`config.mk`:
```
export PLATFORM = sky130hd
export DESIGN_NAME = os_match_timer
export DESIGN_NICKNAME = d
export VERILOG_FILES = /design/src/rtl/os_match_timer_pkg.sv /design/src/rtl/os_tmr_decode.sv /design/src/rtl/os_tmr_counter.sv /design/src/rtl/os_tmr_chan.sv /design/src/rtl/os_match_timer.sv
export SDC_FILE = /design/constraint.sdc
export NUM_CORES = 1
export LEC_CHECK = 0
export BUFFER_PORTS_ARGS = -buffer_cell sky130_fd_sc_hd__buf_2
export CAP_MARGIN = 10
export CORE_UTILIZATION = 55
export DETAILED_ROUTE_END_ITERATION = 8
export PLACE_DENSITY = 0.86
export SYNTH_ARGS = -nofsm -noshare
export SYNTH_HDL_FRONTEND = slang
export SYNTH_SLANG_ARGS = --single-unit
export TNS_END_PERCENT = 10
```
`constraint.sdc`:
```
create_clock -name clk -period 3.45 [get_ports clk]
set_clock_uncertainty 0.2 [all_clocks]
set_input_delay 0.1725 -clock clk [delete_from_list [all_inputs] [get_ports clk]]
set_output_delay 0.1725 -clock clk [all_outputs]
set_load 0.1 [all_outputs]
```
`src/rtl/os_match_timer_pkg.sv`:
```
package os_match_timer_pkg;

   // byte offsets of the register file
   localparam int unsigned OFS_MATCH_BASE = 'h00;
   localparam int unsigned REG_STRIDE     = 4;
   localparam int unsigned OFS_COUNT      = 'h10;
   localparam int unsigned OFS_STATUS     = 'h14;
   localparam int unsigned OFS_WDOG       = 'h18;
   localparam int unsigned OFS_IRQ_EN     = 'h1C;
   localparam int unsigned MAX_CHANNELS   = 4;

   typedef struct packed {
      logic count;
      logic status;
      logic wdog;
      logic irq_en;
      logic mapped;
   } reg_sel_t;

endpackage

```
`src/rtl/os_tmr_decode.sv`:
```
module os_tmr_decode
   import os_match_timer_pkg::*;
#(
   parameter int ADDR_W = 8,
   parameter int N_CH   = 4
) (
   input  logic [ADDR_W-1:0] addr,
   output logic [N_CH-1:0]   sel_match,
   output reg_sel_t          sel
);

   for (genvar n = 0; n < N_CH; n++) begin : g_match_sel
      assign sel_match[n] = (addr == ADDR_W'(OFS_MATCH_BASE + n * REG_STRIDE));
   end

   always_comb begin
      sel.count  = (addr == ADDR_W'(OFS_COUNT));
      sel.status = (addr == ADDR_W'(OFS_STATUS));
      sel.wdog   = (addr == ADDR_W'(OFS_WDOG));
      sel.irq_en = (addr == ADDR_W'(OFS_IRQ_EN));
      sel.mapped = (|sel_match) | sel.count | sel.status | sel.wdog | sel.irq_en;
   end

endmodule

```
`src/rtl/os_tmr_counter.sv`:
```
module os_tmr_counter #(
   parameter int CNT_W = 32
) (
   input  logic             clk,
   input  logic             rst_n,
   input  logic             tick,
   input  logic             load,
   input  logic [CNT_W-1:0] load_val,
   output logic [CNT_W-1:0] cnt_q,
   output logic             adv,
   output logic [CNT_W-1:0] inc_val
);

   // a load always takes priority over a tick in the same cycle
   assign adv     = tick & ~load;
   assign inc_val = cnt_q + CNT_W'(1);

   always_ff @(posedge clk or negedge rst_n) begin
      if (!rst_n) begin
         cnt_q <= '0;
      end else if (load) begin
         cnt_q <= load_val;
      end else if (adv) begin
         cnt_q <= inc_val;
      end
   end

endmodule

```
`src/rtl/os_tmr_chan.sv`:
```
module os_tmr_chan #(
   parameter int CNT_W    = 32,
   parameter bit SET_WINS = 1'b1
) (
   input  logic             clk,
   input  logic             rst_n,
   input  logic             wr_match,
   input  logic [CNT_W-1:0] wdata,
   input  logic             adv,
   input  logic [CNT_W-1:0] inc_val,
   input  logic             en,
   input  logic             clr,
   output logic [CNT_W-1:0] match_q,
   output logic             stat_q,
   output logic             hit
);

   logic set;
   logic stat_d;

   // compare against the value the counter takes at this edge
   assign hit = adv & (inc_val == match_q);
   assign set = hit & en;

   if (SET_WINS) begin : g_set_prio
      assign stat_d = set | (stat_q & ~clr);
   end else begin : g_clr_prio
      assign stat_d = (set | stat_q) & ~clr;
   end

   always_ff @(posedge clk or negedge rst_n) begin
      if (!rst_n) begin
         match_q <= '0;
         stat_q  <= 1'b0;
      end else begin
         stat_q <= stat_d;
         if (wr_match) begin
            match_q <= wdata;
         end
      end
   end

endmodule

```
`src/rtl/os_match_timer.sv`:
```
module os_match_timer
   import os_match_timer_pkg::*;
#(
   parameter int DATA_W   = 32,
   parameter int CNT_W    = 32,
   parameter int ADDR_W   = 8,
   parameter int N_CH     = 4,
   parameter int IEN_W    = 12,
   parameter int WDT_CH   = 3,
   parameter bit SET_WINS = 1'b1
) (
   input  logic              clk,
   input  logic              rst_n,
   input  logic              tick,
   input  logic              wr_en,
   input  logic              rd_en,
   input  logic [ADDR_W-1:0] addr,
   input  logic [DATA_W-1:0] wdata,
   output logic [DATA_W-1:0] rdata,
   output logic [N_CH-1:0]   irq,
   output logic              wdt_reset_req,
   output logic              bus_err
);

   // elaboration-time parameter checks
   if (CNT_W > DATA_W || CNT_W < 2) begin : g_bad_cnt_w
      $error("os_match_timer: CNT_W must lie in 2..DATA_W");
   end
   if (N_CH < 1 || N_CH > int'(MAX_CHANNELS)) begin : g_bad_n_ch
      $error("os_match_timer: N_CH must lie in 1..4");
   end
   if (WDT_CH < 0 || WDT_CH >= N_CH) begin : g_bad_wdt_ch
      $error("os_match_timer: WDT_CH must name an existing channel");
   end
   if (IEN_W < N_CH || IEN_W > DATA_W) begin : g_bad_ien_w
      $error("os_match_timer: IEN_W must lie in N_CH..DATA_W");
   end
   if (ADDR_W < 5) begin : g_bad_addr_w
      $error("os_match_timer: ADDR_W too narrow for the register map");
   end

   logic [N_CH-1:0]  sel_match;
   reg_sel_t         sel;
   logic [CNT_W-1:0] cnt_q;
   logic [CNT_W-1:0] inc_val;
   logic             adv;
   logic [CNT_W-1:0] match_q [N_CH];
   logic [N_CH-1:0]  stat_q;
   logic [N_CH-1:0]  hit;
   logic [N_CH-1:0]  clr;
   logic [IEN_W-1:0] ien_q;
   logic [DATA_W-1:0] wdt_q;
   logic             wdt_fire;

   os_tmr_decode #(
      .ADDR_W (ADDR_W),
      .N_CH   (N_CH)
   ) u_decode (
      .addr      (addr),
      .sel_match (sel_match),
      .sel       (sel)
   );

   os_tmr_counter #(
      .CNT_W (CNT_W)
   ) u_counter (
      .clk      (clk),
      .rst_n    (rst_n),
      .tick     (tick),
      .load     (wr_en & sel.count),
      .load_val (wdata[CNT_W-1:0]),
      .cnt_q    (cnt_q),
      .adv      (adv),
      .inc_val  (inc_val)
   );

   // write-one-to-clear, masked by the bits currently set
   assign clr = (wr_en & sel.status) ? (wdata[N_CH-1:0] & stat_q) : '0;

   for (genvar n = 0; n < N_CH; n++) begin : g_chan
      os_tmr_chan #(
         .CNT_W    (CNT_W),
         .SET_WINS (SET_WINS)
      ) u_chan (
         .clk      (clk),
         .rst_n    (rst_n),
         .wr_match (wr_en & sel_match[n]),
         .wdata    (wdata[CNT_W-1:0]),
         .adv      (adv),
         .inc_val  (inc_val),
         .en       (ien_q[n]),
         .clr      (clr[n]),
         .match_q  (match_q[n]),
         .stat_q   (stat_q[n]),
         .hit      (hit[n])
      );
   end

   assign wdt_fire = hit[WDT_CH] & wdt_q[0];

   always_ff @(posedge clk or negedge rst_n) begin
      if (!rst_n) begin
         ien_q         <= '0;
         wdt_q         <= '0;
         wdt_reset_req <= 1'b0;
         bus_err       <= 1'b0;
      end else begin
         bus_err       <= (rd_en | wr_en) & ~sel.mapped;
         wdt_reset_req <= wdt_fire;
         if (wr_en && sel.irq_en) begin
            ien_q <= wdata[IEN_W-1:0];
         end
         // a firing watchdog disarms itself ahead of any software write
         if (wdt_fire) begin
            wdt_q <= '0;
         end else if (wr_en && sel.wdog) begin
            wdt_q <= wdata;
         end
      end
   end

   assign irq = stat_q & ien_q[N_CH-1:0];

   always_comb begin
      rdata = '0;
      if (rd_en) begin
         for (int n = 0; n < N_CH; n++) begin
            if (sel_match[n]) begin
               rdata = DATA_W'(match_q[n]);
            end
         end
         if (sel.count)  rdata = DATA_W'(cnt_q);
         if (sel.status) rdata = DATA_W'(stat_q);
         if (sel.wdog)   rdata = wdt_q;
         if (sel.irq_en) rdata = DATA_W'(ien_q);
      end
   end

endmodule

```
==> results of run 1 <==
critical path, stage by stage (launching register included):
cell and delay, ns:
dfrtp_1 0.41, buf_4 0.17, nand4_1 0.22, nor4_4 0.38
buf_4 0.20, and3_1 0.25, buf_4 0.19, xor2_1 0.06
o21ai_0 0.64, and3_1 0.29, and3_1 0.24, a31o_2 0.17
synth_stat cells (7+ instances only):
cell type,number,area [µm²]
a21oi_1,123,616
a21oi_2,29,254
a22oi_1,8,60.1
a31oi_1,10,62.6
and2_1,15,93.8
and3_1,16,100
and4_1,8,70.1
buf_1,21,78.8
buf_2,7,35.0
clkbuf_1,86,323
dfrtp_1,210,5260
inv_1,23,86.3
mux2_2,150,1690
mux2i_1,46,460
nand2_1,106,398
nand3_1,76,380
nand4_1,33,206
nor2_1,102,383
nor3_1,24,120
nor4_1,25,156
o211ai_1,22,165
o21a_1,7,52.6
o21ai_0,67,335
o22ai_1,15,93.8
or4_1,9,67.6
xnor2_1,110,963
xor2_1,54,473
power by group through the flow:
stage	Combinational [µW]	Clock, µW	Sequential, µW
after floorplan	1220	0	2790
after global placement	2060	0	2840
after detailed placement	2090	0	2850
after CTS	2160	2640	2810
after global routing	2410	2720	2840
final	2310	2660	2830
flip-flops by register name, indices dropped and copies added (netlist names):
| name | cells |
|---|---|
| bus_err | 1 |
| g_chan.u_chan.match_q | 128 |
| g_chan.u_chan.stat_q | 4 |
| ien_q | 12 |
| u_counter.cnt_q | 32 |
| wdt_q | 32 |
| wdt_reset_req | 1 |
through the flow:
stage / setup slack, ns / instance area (µm²) / hold WS (ns) / TNS [ns]
finish: -0.0388 / 17600 / 0.0567 / -0.368
detailed placement: -0.198 / 16100 / 0.114 / -4.73
CTS: -0.0331 / 17400 / 0.0362 / -0.239
global placement: -0.126 / 16100 / 0.113 / -3.34
global route: -0.106 / 17600 / 0.0694 / -1.83
floorplan: -0.514 / 14000 / -0.323 / -11.14
layout make-up:
class | instances | area (µm²) | share of cell area, %
multi-input combinational | 1155 | 8330 | 47.4
clock inverter | 11 | 126 | 0.719
tap | 324 | 405 | 2.31
inverter | 24 | 90.1 | 0.513
timing repair buffer | 292 | 2690 | 15.3
clock buffer | 33 | 674 | 3.84
sequential | 210 | 5260 | 29.9
metal layers:
metal | GRT usage (%) | wire length (µm) | up-vias
met5 | 0 | 19 | -
met4 | 20.4 | 3370 | 4
met3 | 12.3 | 8310 | 242
met2 | 73.1 | 27200 | 1142
met1 | 67.2 | 24600 | 7056
li1 | - | - | 5831
timing repair:
item	in CTS	in global routing
setup endpoints to repair	36	37
hold buffers	34	0
pin swaps	6	11
endpoints found under the hold margin	302	0
setup buffers	4	11
cloned	2	0
gates resized for setup	12	27
path summary, 6_finish.rpt:
| check | slack (ns) | to | cells after the start | from |
|---|---|---|---|---|
| max in group asynchronous | 2.09 | g_chan[0].u_chan.match_q[24] | 3 | rst_n |
| setup reg to reg | -0.04 | g_chan[2].u_chan.stat_q | 11 | u_counter.cnt_q[2] |
| hold / removal | 0.06 | wdt_q[2] | 4 | wr_en |
| setup / recovery | -0.04 | g_chan[2].u_chan.stat_q | 11 | u_counter.cnt_q[2] |
| min in group asynchronous | 0.09 | ien_q[7] | 2 | rst_n |
| hold reg to reg | 0.32 | ien_q[9] | 1 | ien_q[9] |
cell usage in the layout (no fill, tap or decap), drive strengths merged, types with 9 or more instances in the layout:
| master | instances |
|---|---|
| dlygate4sd3 | 34 |
| a31oi | 10 |
| mux2i | 46 |
| nor3 | 26 |
| and2 | 16 |
| mux2 | 150 |
| nand4 | 34 |
| xor2 | 55 |
| buf | 256 |
| nor2 | 102 |
| inv | 24 |
| nor4 | 27 |
| a21oi | 152 |
| clkbuf | 34 |
| dfrtp | 210 |
| or4 | 9 |
| o22ai | 15 |
| nand3 | 77 |
| xnor2 | 110 |
| o211ai | 22 |
| o21ai | 67 |
| and3 | 16 |
| nand2 | 106 |
cell families (layout without fill, tap and decap cells):
logic type      Yosys count  in the layout  synth area share, %
simple gates            451            451                 16.4
buf+inv                 143            360                 4.10
mux                     196            196                 15.4
flops                   210            210                 37.6
xor+xnor                168            168                 10.9
fa+ha+maj                 2              2                0.161
compound gates          338            338                 15.4
==> results.md, run 1 <==
- Mapped Area: 14000 µm²
- CTS clk-pin slew, worst paths: 0.07 ns
- Max Root-Sink Buffers: 3
- Antenna diodes: 0
- End-of-flow core utilization: 71.4%
- Cell Int Power: 5100 µW
- Vias in the first global route: 14000
- Final total power: 7810 µW
- First-pass DRT Iterations: 6
- TritonCTS clock tree: yes
- Run status: finished, violations left
- Routability Congestion: 1.06
- 1st-iter DRT viols: 2118
- First-pass GRT wire length: 92500 µm
- Row count: 57
- Core ar.: 24600 µm²
- Maximum Capacitance Violations: 0
- Clock network fraction of total power: 34.1%
- Worst skew pair latency: 0.55 ns
- Gate power share: 29.6%
- Die H: 161 µm
- Ys Warns: 0
- Setup-failing EPs final: 16
- Via count: 14300
- Sequential power share: 36.2%
- Slew Limit Fails: 0
- Cell Pwr Density: 444 nW/µm²
- Fin crit share: 101%
- VDD IR max: 0.492 mV
- Slew Limit Headroom: 44.5%
- Seq/Total Area, Yosys: 37.6%
- Initial antenna violation count: 4
- Net Sw Frac: 34.7%
- Fmax: 287 MHz
- # IOs: 83
- Slew @ Worst Pin: 0.832 ns
- RSZ-0062 raised after global routing: yes
- NetSw: 2710 µW
- Clk root buf: clkbuf_16
- Tmin final: 3.49 ns
- Hold Path Class: in2reg
- Placed wire-length estimate: 44600 µm
- Post-synth EDFFs: 0
- Area Overhead vs Synth: 25.8%
- Largest net degree at the start of global routing: 101
- # port buffers: 82
- DP Cell Count: 1954
- Fill cells: 1729
- CP Class: reg2reg
- Critical path endpoint category: flop
- Via-to-Cell Ratio: 6.97
- Syn avg cell area: 9.27 µm²
- Failing checks: setup timing
- Ys flop type: dfrtp_1
- CP Max Fanout: 6
- Post-route ant nets: 0
- Wire length per cell after detailed routing: 31.0 µm
- Library cells used by synthesis: 77
- Crit path DAT: 3.78 ns
- Mapped Cells: 1508
- Critical Path RT: 3.74 ns
- Initial core utilization: 56.8%
- Die W: 161 µm
- DRC violations left: 0
- Total track usage: 48.8%
- Share of cells above drive strength 1: 30.3%
- Async S/R FF share, synth: 100%
- Leakage: 0.00760 µW
- Mapped Nets: 1554
- Startpoint types: flop
- TritonCTS buffer count: 24
- Final non-filler cell total: 2049
- WL final: 63500 µm
- Final hold viol count: 0
- Global route overflow: 0
- Die area: 26000 µm²
- Final net count: 1753
- #FFs+latches synth: 210
- CTS H-tree depth: 1
- Clock Sinks: 210
- Setup WS post-layout: -0.0388 ns
Note: power is estimated with default switching activity, not from simulation.
==> run 2, diff against run 1 <==
--- a/config.mk
+++ b/config.mk
@@ -7,9 +7,10 @@
 export LEC_CHECK = 0
 export BUFFER_PORTS_ARGS = -buffer_cell sky130_fd_sc_hd__buf_2
 export CAP_MARGIN = 10
-export CORE_UTILIZATION = 55
+export CORE_UTILIZATION = 50
 export DETAILED_ROUTE_END_ITERATION = 8
-export PLACE_DENSITY = 0.86
+export PLACE_DENSITY = 0.8
+export REMOVE_ABC_BUFFERS = 1
 export SYNTH_ARGS = -nofsm -noshare
 export SYNTH_HDL_FRONTEND = slang
 export SYNTH_SLANG_ARGS = --single-unit
==> run 2 against run 1 <==
  * The run ends with hold timing left
  * Register-to-register slack gained 0.09 ns
  * Die area grew 9.9%
  * Critical path depth grew 3
  * Sequential power is essentially flat
  * Cell count grew 1.8%
  * Clock power grew 5%
  * Largest power group unchanged
==> results.md, run 2 (synthesis results as in run 1) <==
- Run status: finished, violations left
- Failing checks: hold timing
- WL final: 56700 µm
- Startpoint types: flop
- Cell Pwr Density: 448 nW/µm²
- Max FFs per register: 128
- Commonest cells after routing, fill and taps aside: dfrtp_1, buf_4, mux2_2
- Vias in the first global route: 13500
- Die H: 169 µm
- Hold Slack: -0.00169 ns
- Global route overflow: 0
- VDD IR max: 0.383 mV
- Leakage: 0.00757 µW
- DP Cell Count: 1995
- Initial antenna violation count: 1
- # port buffers: 82
- CP max stage cell: dfrtp_1
- Largest net degree at the start of global routing: 93
- First-pass GRT wire length: 84400 µm
- Maximum Capacitance Violations: 0
- CP Class: reg2reg
- Final net count: 1743
- Antenna diodes: 0
- Fill cells: 2229
- Die area: 28600 µm²
- Critical Path RT: 3.67 ns
- Final hold viol count: 1
- Placed wire-length estimate: 41200 µm
- 1st-iter DRT viols: 1619
- TritonCTS clock tree: yes
- Fmax: 294 MHz
- Share of cells above drive strength 1: 29.8%
- FF-to-FF Start: u_counter.cnt_q[1]
- Slew Limit Fails: 0
- Setup-failing EPs final: 0
- Row count: 60
- Worst Hold Launch: addr[0]
- Final total power: 7900 µW
- RSZ-0062 raised after global routing: yes
- Final non-filler cell total: 2086
- CTS clk-pin slew, worst paths: 0.06 ns
- Top delay family on crit path: simple AND/OR/NAND/NOR gates
- CP bufs+invs: 6
- Fin area: 17600 µm²
- Worst-path cell chain: buf_4 > nand4_1 > buf_6 > nor4_4 > buf_4 > and4b_1 > nor3_1 > a2111oi_2 > buf_4 > nand4_2 > nor4_4 > buf_6 > buf_12 > a21oi_2
- Worst stage delay on the critical path: 0.40 ns
- Tmin final: 3.40 ns
- Setup WS post-layout: 0.0519 ns
- Clock Sinks: 210
- Die W: 169 µm
- DRC violations left: 0
- Fin crit share: 98.5%
- # IOs: 83
- Top reg by flops: g_chan.u_chan.match_q
- Initial core utilization: 51.4%
- Slew @ Worst Pin: 0.782 ns
- CP Max Fanout: 6
- Hold Path Class: in2reg
- Via-to-Cell Ratio: 6.51
- Max Root-Sink Buffers: 3
- Most common cell after layout, fill and taps aside: dfrtp_1
- Clk root buf: clkbuf_16
- Area Overhead vs Synth: 26.0%
- Crit path DAT: 3.62 ns
- Core ar.: 27200 µm²
- CP dominant cell by count: buf_4
- Critical path endpoint category: flop
- Worst skew pair latency: 0.54 ns
- Slew Limit Headroom: 47.1%
- Placement Cell Area: 16100 µm²
- CTS H-tree depth: 1
- Wire length per cell after detailed routing: 27.2 µm
- Setup slack after placement: -0.190 ns
- Total track usage: 39.6%
- Top Registers: g_chan.u_chan.match_q x128, u_counter.cnt_q x32, wdt_q x32
- Critical Path Start: u_counter.cnt_q[1]
- TritonCTS buffer count: 25
- Routability Congestion: 1.03
- First-pass DRT Iterations: 7
- Via count: 13600
- Post-route ant nets: 0
[run 2: cell types whose count changed in the layout (fill, tap and decap cells not counted), moves of 3 or more]
| cell | previous run | this run |
|---|---|---|
| buf_4 | 163 | 151 |
| a21oi_1 | 117 | 123 |
| a21oi_2 | 35 | 29 |
| dfrtp_1 | 210 | 207 |
| dfrtp_2 | 0 | 3 |
[run 2: per-layer routing]
| layer | up-vias | wire [µm] | GRT usage [%] |
|---|---|---|---|
| met3 | 176 | 4810 | 6.06 |
| met2 | 832 | 26500 | 66.0 |
| li1 | 5820 | - | - |
| met4 | 0 | 3030 | 17.9 |
| met5 | - | 0 | 0.174 |
| met1 | 6742 | 22300 | 50.9 |
[run 2: worst register-to-register path, delay by kind of cell (launching register included)]
kind / cells / cell delay, ns
and+or+nand+nor: 6 / 1.21
buffers and inverters: 6 / 1.09
DFF: 1 / 0.40
AOI/OAI and AO/OA: 2 / 0.38
[run 2: path summary, 6_finish.rpt]
path / endpoint / slack (ns) / depth (start not counted)
max: wdt_q[13] / 0.05 / 14
min: bus_err / -0.002 / 3
max reg2reg: wdt_q[13] / 0.05 / 14
min reg2reg: ien_q[7] / 0.31 / 1
max in group asynchronous: g_chan[0].u_chan.match_q[26] / 2.13 / 3
min in group asynchronous: ien_q[5] / 0.09 / 2
[run 2: area by class of cell]
type | count | area [µm²] | area share (%)
sequential | 210 | 5260 | 29.9
tap | 372 | 465 | 2.64
timing repair buffer | 281 | 2610 | 14.8
inverter | 24 | 90.1 | 0.512
clock inverter | 10 | 140 | 0.796
clock buffer | 34 | 719 | 4.09
multi-input combinational | 1155 | 8330 | 47.3
[run 2: repair_timing]
| action | in CTS | in global routing |
|---|---|---|
| hold endpoints to repair | 296 | 0 |
| pin swaps | 7 | 11 |
| setup endpoints to repair | 36 | 36 |
| gates cloned | 0 | 1 |
| buffers inserted | 2 | 9 |
| gates resized for setup | 16 | 22 |
| hold buffers | 35 | 0 |
[run 2: metrics by stage]
stage / util, % / hold WS, ns / TNS, ns
after floorplan: - / -0.323 / -114.05
after global routing: 64.8 / 0.0613 / -2.13
after detailed placement: 59.3 / 0.104 / -4.98
final: 64.8 / -0.00169 / 0
after global placement: 59.3 / 0.0989 / -2.94
after CTS: 64.0 / 0.00203 / 0
[run 2: power breakdown]
part	internal [µW]	switching (µW)	total, µW
registers	2630	207	2840
logic	959	1310	2270
clock network	1680	1110	2790
